<file path="config.mk">
export PLATFORM = sky130hd
export DESIGN_NAME = async_sync_rate_conv
export DESIGN_NICKNAME = d
export VERILOG_FILES = /design/src/rtl/async_sync_rate_conv.sv
export SDC_FILE = /design/constraint.sdc
export NUM_CORES = 1
export LEC_CHECK = 0
export ABC_CLOCK_PERIOD_IN_PS = 2700
export BUFFER_PORTS_ARGS = -buffer_cell sky130_fd_sc_hd__buf_4
export CAP_MARGIN = 15
export CORE_MARGIN = 5
export CORE_UTILIZATION = 30
export CTS_BUF_LIST = sky130_fd_sc_hd__clkbuf_4 sky130_fd_sc_hd__clkbuf_8
export CTS_CLUSTER_SIZE = 14
export DETAILED_ROUTE_END_ITERATION = 12
export PLACE_DENSITY = 0.53
export SLEW_MARGIN = 20
export SYNTH_ARGS = -nofsm -noshare
export SYNTH_HDL_FRONTEND = slang
export SYNTH_SLANG_ARGS = --single-unit
export TNS_END_PERCENT = 20
</file>
<file path="constraint.sdc">
create_clock -name clk -period 2.7 [get_ports clk]
set_clock_uncertainty 0.2 [all_clocks]
set_input_delay 0.27 -clock clk [delete_from_list [all_inputs] [get_ports clk]]
set_output_delay 0.27 -clock clk [all_outputs]
set_load 0.03 [all_outputs]
</file>
<file path="src/rtl/async_sync_rate_conv.sv">
module async_sync_rate_conv #(
  parameter int OSR     = 16,
  parameter int DEL_WIN = 8
) (
  input  logic       clk,
  input  logic       rst_n,
  input  logic       os_tick,
  input  logic       rxd_in,
  input  logic       rate_600,
  input  logic [1:0] char_len,
  input  logic       bypass,
  output logic       tx_bit,
  output logic       bit_stb
);
  localparam int TW = $clog2(OSR);
  localparam int GW = $clog2(DEL_WIN);
  localparam logic [TW-1:0] TMAX  = TW'(OSR - 1);
  localparam logic [TW-1:0] THALF = TW'(OSR / 2 - 1);
  localparam logic [GW-1:0] GMAX  = GW'(DEL_WIN - 1);

  typedef enum logic [1:0] {R_IDLE, R_START, R_DATA, R_HOLD} rx_state_t;

  logic [1:0] sync;
  logic       half;
  wire        rx  = sync[1];
  wire        ten = os_tick & (~rate_600 | half);

  wire [3:0] nbits = 4'd8 + {2'b00, char_len};
  wire [3:0] ndata = nbits - 4'd2;
  wire [4:0] n5    = {1'b0, nbits};

  rx_state_t     rs;
  logic [TW-1:0] rtk;
  logic [3:0]    ridx;
  logic [8:0]    rdat;
  logic          push;
  logic [10:0]   push_ent;

  logic [10:0] mem [2];
  logic        wp, rp;
  logic [1:0]  cnt;
  logic        pop;
  wire         wr_ok = push && (cnt != 2'd2);
  wire [10:0]  head  = mem[rp];

  logic [TW-1:0] tcnt;
  logic [4:0]    left;
  logic [8:0]    shreg;
  logic          cur_ok;
  logic [GW-1:0] since;
  wire           stb  = ten && (tcnt == TMAX);
  wire           have = (cnt != 2'd0);
  wire           del  = stb && !bypass && (left == 5'd1) && have && cur_ok && (since == GMAX);
  assign pop = stb && !bypass && have && ((left == 5'd0) || del);

  always_ff @(posedge clk) begin
    if (!rst_n) begin
      sync <= 2'b11;
      half <= 1'b0;
    end else begin
      sync <= {sync[0], rxd_in};
      if (os_tick) half <= ~half;
    end
  end

  always_ff @(posedge clk) begin
    if (!rst_n) begin
      rs       <= R_IDLE;
      rtk      <= '0;
      ridx     <= '0;
      rdat     <= '0;
      push     <= 1'b0;
      push_ent <= '0;
    end else begin
      push <= 1'b0;
      if (ten) begin
        case (rs)
          R_IDLE: if (!rx) begin rs <= R_START; rtk <= '0; end
          R_START: begin
            rtk <= rtk + 1'b1;
            if (rtk == THALF) begin
              if (!rx) begin
                rs   <= R_DATA;
                rtk  <= '0;
                ridx <= '0;
                rdat <= '0;
              end else rs <= R_IDLE;
            end
          end
          R_DATA: begin
            rtk <= (rtk == TMAX) ? '0 : rtk + 1'b1;
            if (rtk == TMAX) begin
              if (ridx < ndata) begin
                rdat[ridx] <= rx;
                ridx       <= ridx + 4'd1;
              end else begin
                push     <= 1'b1;
                push_ent <= {(rdat == 9'd0) && !rx, rx, rdat};
                rs       <= rx ? R_IDLE : R_HOLD;
              end
            end
          end
          R_HOLD: if (rx) rs <= R_IDLE;
          default: rs <= R_IDLE;
        endcase
      end
    end
  end

  always_ff @(posedge clk) begin
    if (!rst_n) begin
      wp  <= 1'b0;
      rp  <= 1'b0;
      cnt <= 2'd0;
    end else begin
      if (wr_ok) begin
        mem[wp] <= push_ent;
        wp      <= ~wp;
      end
      if (pop) rp <= ~rp;
      cnt <= cnt + {1'b0, wr_ok} - {1'b0, pop};
    end
  end

  always_ff @(posedge clk) begin
    if (!rst_n) begin
      tcnt    <= '0;
      left    <= '0;
      shreg   <= '0;
      cur_ok  <= 1'b0;
      since   <= GMAX;
      tx_bit  <= 1'b1;
      bit_stb <= 1'b0;
    end else begin
      bit_stb <= stb;
      if (ten) tcnt <= (tcnt == TMAX) ? '0 : tcnt + 1'b1;
      if (stb) begin
        if (bypass) begin
          tx_bit <= rx;
          left   <= '0;
        end else if (pop) begin
          tx_bit <= 1'b0;
          shreg  <= head[8:0];
          cur_ok <= head[9];
          left   <= head[10] ? (n5 << 1) + 5'd3 : n5 - 5'd1;
          if (del) since <= '0;
        end else if (left == 5'd1) begin
          tx_bit <= 1'b1;
          left   <= '0;
          since  <= (since == GMAX) ? since : since + 1'b1;
        end else if (left != 5'd0) begin
          tx_bit <= shreg[0];
          shreg  <= shreg >> 1;
          left   <= left - 5'd1;
        end else tx_bit <= 1'b1;
      end
    end
  end
endmodule

</file>
==> metrics <==
status completed; GP Congestion 0.771; TritonRoute pass-1 iters 4; Hold Crit Class input port to flop; # fillers 1,356; Post-Synth Adder-Cell Area 7.34%; diode count 0; iteration-0 DRC count of the detailed router 151; largest net degree at the start of global routing 28; share of layout cells above drive strength 1 13.5%; clk sinks 85; Compound-Gate Fraction of Synth Area 13.5%; Hold Path Origin rst_n; clock latency at the later pin of the worst-skew pair 0.37 ns; Startpoint Class flop; sequential cell area 1920 um2; Max stage delay cell, worst path or4b_1; drt drc 0; number of nets with antenna violations after routing 0; DP HPWL 5910 um; power per standard cell area 494 nW/um2; CTS H-Tree Depth 3; CTS max path bufs 2; CP Buf/Inv Count 2; mapped cell area 4090 um2; mux share of post-synthesis cell area 9.33%; layout overhead on the synthesized area 13.1%; CP peak stage delay 0.51 ns; CTS tree built; EDFF count, synth 22; Data required, critical path 2.77 ns; Setup CP Type flop to flop; total track usage 11.0%; synthesized flop and latch total 85; Cell Chain, Critical Path inv_1 -> ha_1 -> or4b_1 -> o21ai_1 -> and3_1 -> ha_1 -> inv_1 -> ha_1 -> xnor2_1 -> xnor2_1 -> nor2_1; ys flop type dfxtp_1; IO buf count 9; gr ovfl total 0; Final Setup Violations 0; synthesized instance count 410; Fin. Hold Viols 0; Final min period 2.49 ns; syn_nets 442; Die Y 127 um; post-DR vias/cell 4.90; Fmax 0.402 GHz; IO Pins 10; max-slew violation count 0; Cell variety after synth 56; WL/cell 13.7 um; simple-gate share of the synthesized area 16.6%; mean post-synth cell area 9.97 um2; LEAKAGE 0.00165 uW; row count 42; Arrival @ worst endpoint 2.56 ns; initial antenna violation count 0; XOR/XNOR Fraction of Synth Area 1.93%; Setup Buffers After CTS 0; FF-to-FF Start left[0]; core box area 13,300 um2; MaxCap Viol Count 0; area share of the leading cell type in the synthesized netlist 30.8%; Final period util 92.2%; vias in the first global route 2,835; Chip Width 127 um; asr flop ratio synth 0%; die area 16,100 um2; Initial Util 30.8%; Reg clk slew, reported paths 0.09 ns; Fin Setup TNS 0 ns; CP dominant cell by count ha_1; final hold slack 0.0767 ns; sequential fraction of the synthesis area 47.0%; clock root buffer clkbuf_8; CP Launch Point left[0]; Crit path max-delay family simple AND/OR/NAND/NOR gates; worst slew pin tran 0.574 ns; area leader, netlist dfxtp_1; vias post-DR 3,010; YS warnings 0; Rel. slew slack 61.8%; VDD IR max 0.264 mV; CP endpoint kind flop; critical path fanouts, max 5; Routed WL 8400 um; unrepaired setup endpoints after global routing no; Synth area leaders dfxtp_1 31%, edfxtp_1 16%, ha_1 7.3%; CTS Buf Count 9; largest family of logic cells by synthesized area simple AND/OR/NAND/NOR gates; area of the multi-input gates 1990 um2; first-pass GRT wire length 14,200 um; # nets final 465
where the power goes:
part	switching, uW	total, uW	leakage [uW]	internal [uW]
combinational	54.1	90.2	0.000835	36.1
sequential	5.20	1310	0.000712	1300
clock	529	888	0.0000988	359
flip-flops by register name (all words and copies together), names as in the netlist, 4 cells and up, named ones only:
signal and flops:
rdat 9, rtk 4, shreg 9, push_ent 11, mem 22, ridx 4, left 5, tcnt 4
per-layer routing:
layer	global-route usage (%)	wire length [um]
met3	2.94	310
met2	16.6	3840
met1	15.0	4140
met4	4.10	112
met5	0	0
area by class of cell:
class	count	share of cell area (%)
inverters	18	1.46
clock buffers	9	2.68
clock inverters	7	1.35
flip-flops and latches	85	41.5
multi-input cells	288	43.1
repair buffers	31	5.14
well taps	176	4.76
tightest hold or removal path, cell delays in order:
cell and delay, ns:
buf_4 0.08, inv_1 0.13, nor2_1 0.13
Yosys cell counts (6+ instances only):
cell and n:
xnor2_1 7, nand3_1 9, a32o_1 10, dfxtp_1 63, a21oi_1 11, edfxtp_1 22
mux2_2 9, and3_1 6, inv_1 17, mux2i_1 28, o21ai_1 16, ha_1 24
nand2_1 51, nor4_1 7, nor2_1 30, clkbuf_1 9, o21ai_0 7, nor3_1 8
path summary, 6_finish.rpt:
kind	end	slack, ns	cells after the start
setup / recovery	cnt[1]	0.21	11
setup reg to reg	cnt[1]	0.21	11
hold / removal	rtk[0]	0.08	3
hold reg to reg	sync[1]	0.22	1
placed cells by master, fill, tap and decap left out, drive strengths merged, types with 5 or more instances in the layout:
cell type and n:
nor2b 5, edfxtp 22, ha 24, inv 24
a21oi 11, dfxtp 63, and2 5, clkbuf 9
or3 5, a32o 10, o21ai 23, mux2i 28
xnor2 7, nor4 7, nor3 8, and3 6
mux2 9, buf 29, nand3 9, nor2 30
nand2 51
repair_timing:
item | in CTS | in global routing
gates resized for setup | 0 | 0
hold buffers | 2 | 0
hold endpoints to repair | 3 | 0
endpoints found under the setup margin | 0 | 0
per-stage QoR:
step                      instance area [um2]  setup slack, ns  std cells  total power (uW)  util (%)
after floorplan                          4100          0.00421        410              1400         -
after global placement                   4420            0.246        596              1430      33.2
after detailed placement                 4420            0.213        596              1430      33.2
after CTS                                4630            0.200        614              2330      34.8
after global routing                     4630           0.0132        614              2390      34.8
final                                    4630            0.211        614              2290      34.8
cells by family after synthesis:
family	Yosys count
compound gates	77
mux	37
simple gates	141
xor+xnor	9
buf+inv	37
flops	85
fa+ha+maj	24
No activity file was read; power rests on OpenSTA's default activity.
